[src/rtl/sdx_pkg.sv]
`timescale 1ns/1ps
package sdx_pkg;
    typedef enum logic [3:0] {
        ST_IDLE, ST_RD_POLL, ST_RD_DATA, ST_RD_TRAIL,
        ST_WR_LEAD, ST_WR_TOKEN, ST_WR_DATA, ST_WR_TRAIL,
        ST_WR_BUSY, ST_DONE
    } xfer_state_t;

    typedef enum logic [1:0] {
        ERR_NONE    = 2'd0,
        ERR_TIMEOUT = 2'd1,
        ERR_TOKEN   = 2'd2,
        ERR_LENGTH  = 2'd3
    } xfer_err_t;

    localparam logic [7:0] BYTE_IDLE  = 8'hFF;
    localparam logic [7:0] BYTE_START = 8'hFE;
    localparam logic [7:0] BYTE_FILL  = 8'h00;
    localparam int         TRAIL_CNT  = 3;
endpackage

[src/rtl/sdx_spi_engine.sv]
`timescale 1ns/1ps
module sdx_spi_engine #(
    parameter int FAST_HALF = 2,
    parameter int SLOW_HALF = 8
) (
    input  logic       clk,
    input  logic       rst_n,
    input  logic       go,
    input  logic       slow,
    input  logic [7:0] tx_byte,
    output logic       fin,
    output logic [7:0] rx_byte,
    output logic       sck,
    output logic       mosi,
    input  logic       miso
);
    localparam int MAXH = (SLOW_HALF > FAST_HALF) ? SLOW_HALF : FAST_HALF;
    localparam int HW   = $clog2(MAXH + 1);

    logic          active;
    logic [HW-1:0] half_lim;
    logic [HW-1:0] half_cnt;
    logic [2:0]    bit_cnt;
    logic          sck_q;
    logic [7:0]    tx_sh;
    logic [7:0]    rx_sh;
    logic          fin_q;

    always_ff @(posedge clk or negedge rst_n) begin
        if (!rst_n) begin
            active   <= 1'b0;
            half_lim <= '0;
            half_cnt <= '0;
            bit_cnt  <= '0;
            sck_q    <= 1'b0;
            tx_sh    <= 8'hFF;
            rx_sh    <= 8'h00;
            fin_q    <= 1'b0;
        end else begin
            fin_q <= 1'b0;
            if (!active) begin
                if (go) begin
                    active   <= 1'b1;
                    tx_sh    <= tx_byte;
                    bit_cnt  <= '0;
                    half_cnt <= '0;
                    half_lim <= slow ? HW'(SLOW_HALF - 1) : HW'(FAST_HALF - 1);
                end
            end else if (half_cnt != half_lim) begin
                half_cnt <= half_cnt + 1'b1;
            end else begin
                half_cnt <= '0;
                if (!sck_q) begin
                    sck_q <= 1'b1;
                    rx_sh <= {rx_sh[6:0], miso};
                end else begin
                    sck_q <= 1'b0;
                    if (bit_cnt == 3'd7) begin
                        active <= 1'b0;
                        fin_q  <= 1'b1;
                    end else begin
                        bit_cnt <= bit_cnt + 1'b1;
                        tx_sh   <= {tx_sh[6:0], 1'b0};
                    end
                end
            end
        end
    end

    assign fin     = fin_q;
    assign rx_byte = rx_sh;
    assign sck     = sck_q;
    assign mosi    = active ? tx_sh[7] : 1'b1;

    AST_GO_WHEN_IDLE: assert property (@(posedge clk) disable iff (!rst_n)
        go |-> !active);
    AST_SCK_REST_LOW: assert property (@(posedge clk) disable iff (!rst_n)
        !active |-> !sck_q);
endmodule

[src/rtl/sdx_xfer_fsm.sv]
`timescale 1ns/1ps
module sdx_xfer_fsm
    import sdx_pkg::*;
#(
    parameter int MAX_LEN    = 512,
    parameter int POLL_LIMIT = 1000,
    parameter int LEN_W      = $clog2(MAX_LEN + 1),
    parameter int PW         = $clog2(POLL_LIMIT + 1)
) (
    input  logic             clk,
    input  logic             rst_n,
    input  logic             start,
    input  logic             is_write,
    input  logic [LEN_W-1:0] len,
    input  logic [7:0]       wr_data,
    input  logic             wr_valid,
    output logic             wr_ready,
    output logic [7:0]       rd_data,
    output logic             rd_valid,
    input  logic             rd_ready,
    input  logic             eng_fin,
    input  logic [7:0]       eng_rx,
    output logic             eng_go,
    output logic             eng_slow,
    output logic [7:0]       eng_tx,
    output logic             done,
    output logic             busy,
    output xfer_err_t        err
);
    xfer_state_t      state;
    logic [LEN_W-1:0] len_q;
    logic [LEN_W-1:0] cnt;
    logic [PW-1:0]    poll;
    logic             inflight;
    logic [7:0]       rd_data_q;
    logic             rd_valid_q;
    xfer_err_t        err_q;

    wire last_payload = (cnt == len_q - LEN_W'(1));
    wire last_trail   = (cnt == LEN_W'(TRAIL_CNT - 1));
    wire last_poll    = (poll == PW'(POLL_LIMIT - 1));

    // state register and datapath
    always_ff @(posedge clk or negedge rst_n) begin
        if (!rst_n) begin
            state      <= ST_IDLE;
            len_q      <= '0;
            cnt        <= '0;
            poll       <= '0;
            inflight   <= 1'b0;
            rd_data_q  <= 8'h00;
            rd_valid_q <= 1'b0;
            err_q      <= ERR_NONE;
        end else begin
            if (rd_valid_q && rd_ready) rd_valid_q <= 1'b0;
            if (eng_go) inflight <= 1'b1;
            unique case (state)
                ST_IDLE: if (start) begin
                    len_q <= len;
                    cnt   <= '0;
                    poll  <= '0;
                    if (len == '0 || len > LEN_W'(MAX_LEN)) begin
                        err_q <= ERR_LENGTH;
                        state <= ST_DONE;
                    end else begin
                        err_q <= ERR_NONE;
                        state <= is_write ? ST_WR_LEAD : ST_RD_POLL;
                    end
                end
                ST_DONE: state <= ST_IDLE;
                default: if (eng_fin) begin
                    inflight <= 1'b0;
                    unique case (state)
                        ST_RD_POLL:
                            if (eng_rx == BYTE_IDLE) begin
                                if (last_poll) begin
                                    err_q <= ERR_TIMEOUT;
                                    state <= ST_DONE;
                                end else poll <= poll + 1'b1;
                            end else if (eng_rx == BYTE_START) begin
                                cnt   <= '0;
                                state <= ST_RD_DATA;
                            end else begin
                                err_q <= ERR_TOKEN;
                                state <= ST_DONE;
                            end
                        ST_RD_DATA: begin
                            rd_data_q  <= eng_rx;
                            rd_valid_q <= 1'b1;
                            if (last_payload) begin
                                cnt   <= '0;
                                state <= ST_RD_TRAIL;
                            end else cnt <= cnt + 1'b1;
                        end
                        ST_RD_TRAIL:
                            if (last_trail) state <= ST_DONE;
                            else cnt <= cnt + 1'b1;
                        ST_WR_LEAD:  state <= ST_WR_TOKEN;
                        ST_WR_TOKEN: begin
                            cnt   <= '0;
                            state <= ST_WR_DATA;
                        end
                        ST_WR_DATA:
                            if (last_payload) begin
                                cnt   <= '0;
                                state <= ST_WR_TRAIL;
                            end else cnt <= cnt + 1'b1;
                        ST_WR_TRAIL:
                            if (last_trail) begin
                                poll  <= '0;
                                state <= ST_WR_BUSY;
                            end else cnt <= cnt + 1'b1;
                        ST_WR_BUSY:
                            if (eng_rx == BYTE_IDLE) state <= ST_DONE;
                            else if (last_poll) begin
                                err_q <= ERR_TIMEOUT;
                                state <= ST_DONE;
                            end else poll <= poll + 1'b1;
                        default: state <= ST_IDLE;
                    endcase
                end
            endcase
        end
    end

    // outputs decoded from state
    always_comb begin
        eng_go   = 1'b0;
        eng_slow = 1'b1;
        eng_tx   = BYTE_IDLE;
        wr_ready = 1'b0;
        done     = 1'b0;
        busy     = 1'b1;
        unique case (state)
            ST_IDLE: busy = 1'b0;
            ST_DONE: begin
                busy = 1'b0;
                done = 1'b1;
            end
            ST_RD_POLL, ST_RD_TRAIL, ST_WR_BUSY, ST_WR_LEAD: eng_go = !inflight;
            ST_WR_TOKEN: begin
                eng_go = !inflight;
                eng_tx = BYTE_START;
            end
            ST_WR_TRAIL: begin
                eng_go = !inflight;
                eng_tx = BYTE_FILL;
            end
            ST_RD_DATA: begin
                eng_slow = 1'b0;
                eng_go   = !inflight && !rd_valid_q;
            end
            ST_WR_DATA: begin
                eng_slow = 1'b0;
                wr_ready = !inflight;
                eng_go   = !inflight && wr_valid;
                eng_tx   = wr_data;
            end
            default: busy = 1'b0;
        endcase
    end

    assign rd_data  = rd_data_q;
    assign rd_valid = rd_valid_q;
    assign err      = err_q;

    AST_LEN_REJECT: assert property (@(posedge clk) disable iff (!rst_n)
        (state == ST_IDLE && start && len == '0) |=> (done && err_q == ERR_LENGTH));
    AST_POLL_BOUND: assert property (@(posedge clk) disable iff (!rst_n)
        poll < PW'(POLL_LIMIT));
    AST_NO_DATA_ON_BAD_TOKEN: assert property (@(posedge clk) disable iff (!rst_n)
        (state == ST_RD_POLL && eng_fin && eng_rx != BYTE_IDLE && eng_rx != BYTE_START)
        |=> !rd_valid_q);
    AST_RD_HOLD: assert property (@(posedge clk) disable iff (!rst_n)
        (rd_valid_q && !rd_ready) |=> (rd_valid_q && $stable(rd_data_q)));
    AST_START_IGNORED: assert property (@(posedge clk) disable iff (!rst_n)
        (busy && start && len == '0) |=> (err_q != ERR_LENGTH));
endmodule

[src/rtl/sdspi_block_xfer.sv]
`timescale 1ns/1ps
module sdspi_block_xfer
    import sdx_pkg::*;
#(
    parameter int MAX_LEN    = 512,
    parameter int POLL_LIMIT = 1000,
    parameter int FAST_HALF  = 2,
    parameter int SLOW_HALF  = 8,
    parameter int LEN_W      = $clog2(MAX_LEN + 1)
) (
    input  logic             clk,
    input  logic             rst_n,
    input  logic             start,
    input  logic             is_write,
    input  logic [LEN_W-1:0] len,
    input  logic [7:0]       wr_data,
    input  logic             wr_valid,
    output logic             wr_ready,
    output logic [7:0]       rd_data,
    output logic             rd_valid,
    input  logic             rd_ready,
    output logic             sck,
    output logic             mosi,
    input  logic             miso,
    output logic             busy,
    output logic             done,
    output logic [1:0]       err
);
    logic       eng_go, eng_slow, eng_fin;
    logic [7:0] eng_tx, eng_rx;
    xfer_err_t  err_w;

    sdx_xfer_fsm #(
        .MAX_LEN(MAX_LEN), .POLL_LIMIT(POLL_LIMIT), .LEN_W(LEN_W)
    ) u_fsm (
        .clk(clk), .rst_n(rst_n), .start(start), .is_write(is_write), .len(len),
        .wr_data(wr_data), .wr_valid(wr_valid), .wr_ready(wr_ready),
        .rd_data(rd_data), .rd_valid(rd_valid), .rd_ready(rd_ready),
        .eng_fin(eng_fin), .eng_rx(eng_rx), .eng_go(eng_go), .eng_slow(eng_slow),
        .eng_tx(eng_tx), .done(done), .busy(busy), .err(err_w)
    );

    sdx_spi_engine #(
        .FAST_HALF(FAST_HALF), .SLOW_HALF(SLOW_HALF)
    ) u_eng (
        .clk(clk), .rst_n(rst_n), .go(eng_go), .slow(eng_slow), .tx_byte(eng_tx),
        .fin(eng_fin), .rx_byte(eng_rx), .sck(sck), .mosi(mosi), .miso(miso)
    );

    assign err = err_w;

    AST_SCK_LOW_WHEN_FREE: assert property (@(posedge clk) disable iff (!rst_n)
        !busy |-> !sck);
    AST_DONE_PULSE: assert property (@(posedge clk) disable iff (!rst_n)
        done |=> !done);
endmodule

[config.mk]
export PLATFORM = sky130hd
export DESIGN_NAME = sdspi_block_xfer
export DESIGN_NICKNAME = d
export VERILOG_FILES = /design/src/rtl/sdx_pkg.sv /design/src/rtl/sdx_spi_engine.sv /design/src/rtl/sdx_xfer_fsm.sv /design/src/rtl/sdspi_block_xfer.sv
export SDC_FILE = /design/constraint.sdc
export NUM_CORES = 1
export LEC_CHECK = 0
export BUFFER_PORTS_ARGS = -buffer_cell sky130_fd_sc_hd__buf_2
export CORE_MARGIN = 2
export CORE_UTILIZATION = 55
export CTS_CLUSTER_DIAMETER = 30
export DETAILED_ROUTE_END_ITERATION = 12
export GPL_TIMING_DRIVEN = 0
export HOLD_SLACK_MARGIN = 0.02
export PLACE_DENSITY = 0.75
export SYNTH_ARGS = -nofsm -noshare
export SYNTH_HDL_FRONTEND = slang
export SYNTH_SLANG_ARGS = --single-unit
[constraint.sdc]
create_clock -name clk -period 4.4 [get_ports clk]
set_input_delay 0.66 -clock clk [delete_from_list [all_inputs] [get_ports clk]]
set_output_delay 0.66 -clock clk [all_outputs]
set_load 0.05 [all_outputs]
After elaboration in Yosys (flattened, before gate mapping)
Index checks and enable logic that the tools add are counted.
{"block": "totals", "out_inout_bits": 16, "reg_bits": 76, "input_bits": 25, "word_cells": 162}
{"block": "op_classes", "n_eq_ne": 31, "magnitude_cmp": 1, "n_reduce_logical": 29, "n_mux": 75, "n_bitwise": 5, "n_addsub": 5}
{"cell": "2-to-1 mux 10 bit", "count": 11}
{"cell": "2-to-1 mux 4 bit", "count": 14}
{"cell": "2-to-1 mux 8 bit", "count": 5}
{"cell": "one-hot mux 10 bit (2 select lines)", "count": 2}
{"cell": "one-hot mux 10 bit (4 select lines)", "count": 1}
{"cell": "one-hot mux 4 bit (8 select lines)", "count": 1}
{"cell": "one-hot mux 10 bit (3 select lines)", "count": 1}
{"cell": "one-hot mux 8 bit (3 select lines)", "count": 1}
{"cell": "2-to-1 mux 1 bit", "count": 21}
{"cell": "2-to-1 mux 3 bit", "count": 7}
{"cell": "adder 10 x 1 -> 10 bit, second input constant", "count": 2}
{"cell": "inequality test 4 x 3 -> 1 bit, second input constant", "count": 5}
{"cell": "equality test 4 x 3 -> 1 bit, second input constant", "count": 4}
{"cell": "equality test 8 bit, second input constant", "count": 2}
{"cell": "2-to-1 mux 2 bit", "count": 7}
{"cell": "AND reduction 7 bit", "count": 2}
{"cell": "AND reduction 6 bit", "count": 2}
{"cell": "equality test 10 bit", "count": 1}
{"cell": "equality test 10 bit, second input constant", "count": 1}
{"cell": "equality test 10 x 2 -> 1 bit, second input constant", "count": 1}
{"cell": "greater-than comparator 10 bit, second input constant", "count": 1}
{"cell": "logical NOT 10 bit", "count": 1}
{"cell": "subtractor 10 x 1 -> 10 bit, second input constant", "count": 1}
{"cell": "inequality test 3 x 2 -> 1 bit, second input constant", "count": 3}
{"cell": "other kinds (27)", "count": 49}

Depth between registers and ports, before layout
Gate-level depths: netlist of run 1.
{"block": "logic_depth", "word_depth": 6, "ltp_mapped": 10, "depth_no_buf": 9}

Cells and area by module
From an unflattened synthesis of run 1, not the netlist that was laid out.
{"block": "hier_totals", "cells_unflattened": 489, "hier_area_um2": 4565.6}
{"module": "sdx_xfer_fsm", "area_per_inst_um2": 2939.1, "cells_per_inst": 338, "n_inst": 1, "seq_area_each_um2": 1151.1}
{"module": "sdx_spi_engine", "area_per_inst_um2": 1626.6, "cells_per_inst": 151, "n_inst": 1, "seq_area_each_um2": 710.7}

Worst setup path before layout of run 1
Ideal clock, no wire load.
{"block": "synth_timing", "path_type": "reg-to-output", "startpoint": "reg u_fsm.state[0]", "endpoint": "out done", "arrival_ns": 2.262, "t_required_ns": 3.740, "path_buffers": 3, "slack_ns": 1.478, "path_stages_with_launch": 5, "cell_sequence": "dfrtp_1 -> buf_2 -> clkbuf_1 -> clkbuf_1 -> nor3b_1"}
{"block": "synth_between", "elab_chain_len": 2}
{"item": "start, declared", "line_no": "sdx_xfer_fsm.sv:30", "text": "xfer_state_t state;"}
{"item": "start signal, assigned", "line_no": "sdx_xfer_fsm.sv:67", "text": "state <= is_write ? ST_WR_LEAD : ST_RD_POLL;"}
{"item": "equality test 4 bit", "line_no": "sdx_xfer_fsm.sv:134", "text": "unique case (state)"}
{"item": "2-to-1 mux 1 bit", "line_no": "sdx_xfer_fsm.sv:134"}
{"item": "end, declared", "line_no": "sdspi_block_xfer.sv:26", "text": "output logic done,"}
Every way passes these cells.

Worst setup path after layout of run 1
Same ends and word-level chain as after synthesis.

==> results of run 1 <==
## cell type report
| class | count | area (um2) | area share, % |
|---|---|---|---|
| Clock buffer | 9 | 124 | 2.53 |
| Inverter | 21 | 78.8 | 1.61 |
| Buffer | 24 | 104 | 2.12 |
| Tap cell | 102 | 128 | 2.61 |
| Clock inverter | 7 | 93.8 | 1.92 |
| Timing Repair Buffer | 41 | 230 | 4.71 |
| Sequential cell | 74 | 1860 | 38.1 |
| Multi-Input combinational cell | 348 | 2270 | 46.4 |
## power by group
part | total [mW] | internal [mW] | switching [mW] | leakage [nW]
Sequential | 0.683 | 0.681 | 0.00169 | 0.932
Combinational | 0.0354 | 0.0141 | 0.0213 | 1.14
Clock | 0.578 | 0.318 | 0.261 | 0.105
## worst reg2reg max path: stages, from the launching register on
cell      delay [ns]
dfrtp_1         0.44
inv_1           0.08
ha_1            0.13
buf_2           0.19
nor4b_4         0.29
o311ai_1        0.17
o32ai_1         0.28
o31ai_1         0.18
a31o_4          0.30
or4_1           0.51
o211ai_1        0.12
## path summary, 6_finish.rpt
path	cells past startpoint	from	slack, ns	end
setup / recovery	5	u_fsm.state[0]$_DFFE_PN0P_	1.39	done
hold / removal	1	rst_n	0.16	u_fsm.len_q[2]$_DFFE_PN0P_
setup reg to reg	10	u_fsm.len_q[0]$_DFFE_PN0P_	1.63	u_fsm.cnt[9]$_DFFE_PN0P_
hold reg to reg	1	u_fsm.poll[8]$_DFFE_PN0P_	0.48	u_fsm.poll[8]$_DFFE_PN0P_
max in group asynchronous	2	rst_n	3.64	u_eng.tx_sh[7]$_DFFE_PN1P_
min in group clk	2	rd_ready	0.48	u_fsm.rd_valid$_DFF_PN0_
## routing by layer
metal / part of all wire (%) / GRT usage (%) / wire length (um) / vias to the layer above
li1: - / - / - / 1792
met1: 47 / 32.7 / 4410 / 1749
met2: 47 / 37.2 / 4400 / 92
met3: 4.1 / 4.48 / 385 / 14
met4: 1.5 / 8.83 / 138 / 0
met5: 0 / 0 / 0 / -
## cells in the mapped netlist, drive strengths merged, types with 2 or more instances
cell type | number | area [um2]
o21a | 3 | 22.5
nor4 | 4 | 25.0
or2 | 3 | 18.8
o32ai | 2 | 17.5
nand2 | 37 | 139
clkbuf | 15 | 56.3
dfrtp | 66 | 1650
ha | 7 | 87.6
a211oi | 2 | 15.0
inv | 21 | 78.8
nor2b | 11 | 68.8
o311ai | 2 | 17.5
o22a | 2 | 17.5
o31ai | 12 | 90.1
xor2 | 12 | 105
buf | 9 | 47.5
a22oi | 2 | 15.0
a21oi | 17 | 85.1
a32oi | 2 | 17.5
xnor2 | 6 | 60.1
nand4b | 2 | 17.5
a31oi | 6 | 37.5
dfstp | 8 | 210
a32o | 2 | 20.0
and3 | 10 | 62.6
nand4 | 3 | 25.0
o21ai | 49 | 249
and2 | 2 | 12.5
nand3 | 23 | 115
nor2 | 30 | 123
nor3 | 23 | 120
or4 | 2 | 15.0
or3 | 3 | 18.8
a211o | 2 | 17.5
nand3b | 3 | 22.5
o2bb2ai | 4 | 35.0
nor3b | 2 | 15.0
mux2 | 26 | 293
nand2b | 18 | 113
## cells by family after synthesis
| family | after synthesis |
|---|---|
| simple gates | 179 |
| compound gates | 118 |
| flops | 74 |
| buf+inv | 45 |
| mux | 26 |
| xor+xnor | 18 |
| fa+ha+maj | 7 |
## sequential cells by signal (all words and copies together) (netlist names)
signal          count
u_fsm.inflight      1
u_fsm.poll         10
u_fsm.rd_valid      1
u_eng.half_lim      2
u_eng.bit_cnt       3
u_eng.tx_sh         8
u_eng.half_cnt      4
u_fsm.cnt          10
u_fsm.rd_data       8
u_fsm.state         4
u_fsm.len_q        10
u_fsm.err           2
u_eng.fin           1
u_eng.sck           1
u_eng.rx_byte       8
u_eng.active        1
## through the flow
step	utilization (%)	setup slack, ns	area (um2)
3_5_place_dp	61.1	1.68	4670
5_1_grt	63.9	1.17	4890
6_report	63.9	1.39	4890
2_1_floorplan	-	1.48	4310
3_3_place_gp	60.7	1.78	4640
4_1_cts	63.9	1.38	4890
==> impl_metrics.tcl, run 1 <==
set metrics [dict create \
    antenna_found_initial 0 \
    clk_latency_ns 0.36 \
    gp_congestion 0.956 \
    outcome "complete, no violations" \
    grt_max_degree 61 \
    viasPerCell 5.83 \
    wl_per_cell_um 14.9 \
    drc 0 \
    ir_drop_v 0.000149 \
    timing.final.crit_share_pct 68.5 \
    powerDensity_nw_per_um2 265 \
    io_buffers 40 \
    synth-compound-area-share_pct 17.7 \
    async_reset_ff_share_pct 100 \
    num_rows 32 \
    cts_root_buf "clkbuf_8" \
    power_mw 1.30 \
    crit_family "buffers and inverters" \
    period_needed_ns 3.01 \
    setup_violations 0 \
    fin_cells 626 \
    synth_fa_ha_area_share_pct 2.03 \
    synthXorXnorAreaFrac_pct 3.83 \
    htree_levels 3 \
    fmax_mhz 332 \
    ys_ff_latch 74 \
    whs_ns 0.157 \
    cpPeakStageDelay_ns 0.42 \
    io_pins 41 \
    synthSimpleGateAreaFrac_pct 22.2 \
    drv_cap 0 \
    crit_chain "buf_2 -> clkbuf_1 -> clkbuf_1 -> nor3b_1 -> buf_2" \
    drt_iter0_drc 221 \
    synth_top_family_by_area "simple AND/OR/NAND/NOR gates" \
    rsz0062_at_grt "false" \
    cts_resized 0 \
    required_ns 3.74 \
    critPathLaunchType "flop" \
    place_hpwl_mm 6.76 \
    syn_avg_cell_area_um2 9.24 \
    cts_tree "done" \
    cts_setup_buffers 0 \
    numCtsBuffers 9 \
    slew_headroom_pct 64.3 \
    ys_types 65 \
    postRouteAntennaNets 0 \
    die_area_um2 8570 \
    drive_above_1_share_pct 21.0 \
    die_h_um 92.6 \
    critPathSlowestCell "clkbuf_1" \
    fin_skew_ns 0.00656 \
    grt_overflow 0 \
    ys_seq_area_share_pct 43.2 \
    worst_slew_pin_slew_ns 0.532 \
    muxShareOfSynthArea_pct 6.79 \
    end_kind "primary output" \
    clock_path_buffers 2 \
    path_buf_inv 4 \
    syn_area_um2 4310 \
    fp.dieW_um 92.6 \
    tns_ns 0 \
    dp.cells 610 \
    synth_nets 499 \
    yosysWarnings 0 \
    fillers 637 \
    cp_max_fo 10 \
    syn_inst 467 \
    core_area_um2 7650 \
    n_antenna_cell 0 \
    area.growth.synth_to_final_pct 13.3 \
    final_cell_mix "dfrtp_1 (66), buf_2 (44), o21ai_0 (43)" \
    crit_arrival_ns 2.35 \
    drtPass1Iterations 7 \
    synth_ff_type "dfrtp_1" \
    final_common_cell "dfrtp_1" \
    critPathKind "reg -> out" \
    initial_core_util_pct 56.4 \
    holdBufCountCts 0 \
    p_leak_nw 2.18 \
    drt_wl_total_mm 9.34 \
    grtUsageTotal_pct 23.7 \
    grt_pass1_vias 3625 \
    hold_violations 0 \
    timing.final.max_slew_violations 0 \
    cts_sinks 74 \
    fin_nets 551 \
    grt_pass1_wl_mm 16.4 \
    clkTransAtPathRegs_ns 0.08 \
    worstHoldPathType "in -> async" \
    synth_edf_count 0 \
    vias 3647 \
]
(Power assumes the default switching activity.)
==> inputs of run 2 (changes only) <==
==> constraint.sdc (replaced) <==
create_clock -name clk -period 3.12 [get_ports clk]
set_input_delay 0.468 -clock clk [delete_from_list [all_inputs] [get_ports clk]]
set_output_delay 0.468 -clock clk [all_outputs]
set_load 0.05 [all_outputs]
==> impl_metrics.tcl, run 2 (same netlist as run 1, synthesis figures left out) <==
set metrics [dict create \
    timing.final.max_slew_violations 0 \
    drive_above_1_share_pct 21.0 \
    cts_root_buf "clkbuf_8" \
    core_area_um2 7650 \
    critPathLaunchType "flop" \
    final_common_cell "dfrtp_1" \
    htree_levels 3 \
    outcome "complete, no violations" \
    grt_pass1_wl_mm 16.4 \
    initial_core_util_pct 56.4 \
    cts_tree "done" \
    ir_drop_v 0.000210 \
    viasPerCell 5.82 \
    rr_startpoint "u_fsm.len_q[0]$_DFFE_PN0P_" \
    grtUsageTotal_pct 23.7 \
    slew_headroom_pct 63.2 \
    clkTransAtPathRegs_ns 0.08 \
    required_ns 2.65 \
    cpPeakStageDelay_ns 0.42 \
    hold_violations 0 \
    end_kind "primary output" \
    crit_chain "buf_2 -> clkbuf_1 -> clkbuf_1 -> nor3b_1 -> buf_2" \
    area.growth.synth_to_final_pct 13.6 \
    vias 3651 \
    io_pins 41 \
    fin_skew_ns 0.00749 \
    grtUsageMet1_pct 32.7 \
    worst_slew_pin_slew_ns 0.548 \
    grt_pass1_vias 3631 \
    fp.dieW_um 92.6 \
    p_leak_nw 2.18 \
    drt_wl_total_mm 9.32 \
    setup_violations 0 \
    cts_resized 0 \
    grt_max_degree 61 \
    critPathSlowestCell "clkbuf_1" \
    tns_ns 0 \
    worstHoldPathType "in -> reg" \
    numCtsBuffers 9 \
    final_cell_mix "dfrtp_1 (66), buf_2 (44), o21ai_0 (43)" \
    reg2reg_slack_ns 0.35 \
    num_rows 32 \
    rsz0062_at_grt "false" \
    n_antenna_cell 0 \
    grt_use_met2_pct 37.2 \
    place_hpwl_mm 6.76 \
    drtPass1Iterations 5 \
    rr_worst_depth 10 \
    gp_congestion 0.956 \
    clock_path_buffers 2 \
    drc 0 \
    place_area_um2 4670 \
    holdCritStartpoint "rd_ready" \
    cts_setup_buffers 0 \
    timing.final.crit_share_pct 90.6 \
    antenna_found_initial 0 \
    cp_max_fo 10 \
    hold_depth 2 \
    powerDensity_nw_per_um2 374 \
    wl_per_cell_um 14.9 \
    reg_top3 "u_fsm.cnt (10), u_fsm.len_q (10), u_fsm.poll (10)" \
    period_needed_ns 2.83 \
    met3_usage_pct 4.48 \
    io_buffers 40 \
    fmax_mhz 354 \
    fin_nets 552 \
    min_to "u_fsm.rd_valid$_DFF_PN0_" \
    critPathKind "reg -> out" \
    drt_iter0_drc 241 \
    die_h_um 92.6 \
    busiest_layer "met2" \
    grt_overflow 0 \
    postRouteAntennaNets 0 \
    clk_latency_ns 0.36 \
    design_area_um2 4900 \
    die_area_um2 8570 \
    crit_arrival_ns 2.36 \
    r2r_end "u_fsm.cnt[9]$_DFFE_PN0P_" \
    drv_cap 0 \
    cts_sinks 74 \
]
run 2: worst max-delay path: cells and delay by family (launching register included):
family	cells	cell delay, ns
buffers and inverters	4	1.35
DFF	1	0.34
and+or+nand+nor	1	0.32
run 2: power breakdown:
group          switching, mW  internal (mW)  leakage, nW
Clock                  0.368          0.448        0.105
Sequential           0.00236          0.961        0.932
Combinational         0.0302         0.0207         1.14
run 2: worst max path at each step:
stage,end,cells past startpoint,startpoint
global placement,u_fsm.cnt[9]$_DFFE_PN0P_,10,u_fsm.len_q[0]$_DFFE_PN0P_
floorplan,done,4,u_fsm.state[0]$_DFFE_PN0P_
finish,done,5,u_fsm.state[0]$_DFFE_PN0P_
detailed placement,u_fsm.cnt[9]$_DFFE_PN0P_,10,u_fsm.len_q[0]$_DFFE_PN0P_
global route,done,5,u_fsm.state[0]$_DFFE_PN0P_
CTS,done,5,u_fsm.state[0]$_DFFE_PN0P_
run 2: repair_timing:
item / CTS / global route
endpoints found under the hold margin: 12 / 0
hold buffers: 1 / 0
endpoints found under the setup margin: 0 / 0
run 2: per-stage QoR:
| stage | utilization [%] | hold slack (ns) | cells | worst slack [ns] | power [mW] |
|---|---|---|---|---|---|
| 4_1_cts | 64.1 | 0.275 | 627 | 0.297 | 1.85 |
| 3_5_place_dp | 61.1 | 0.349 | 610 | 0.401 | 1.03 |
| 6_report | 64.1 | 0.282 | 627 | 0.292 | 1.83 |
| 3_3_place_gp | 60.7 | 0.459 | 609 | 0.502 | 1.03 |
| 5_1_grt | 64.1 | 0.310 | 627 | 0.0853 | 1.90 |
| 2_1_floorplan | - | 0.172 | 467 | 0.390 | 0.990 |
run 2: cell type report:
type | count | area [um2]
Buffer | 24 | 104
Clock buffer | 9 | 124
Clock inverter | 7 | 93.8
Fill cell | 638 | 2750
Inverter | 21 | 78.8
Multi-Input combinational cell | 348 | 2270
Sequential cell | 74 | 1860
Tap cell | 102 | 128
Timing Repair Buffer | 42 | 240
run 2: metal layers:
metal  routed length, um  share of wire [%]  vias up
met1                4390                 47     1744
met4                 160                1.7        0
met5                   0                  0        -
li1                    -                  -     1799
met3                 431                4.6       19
met2                4330                 46       89
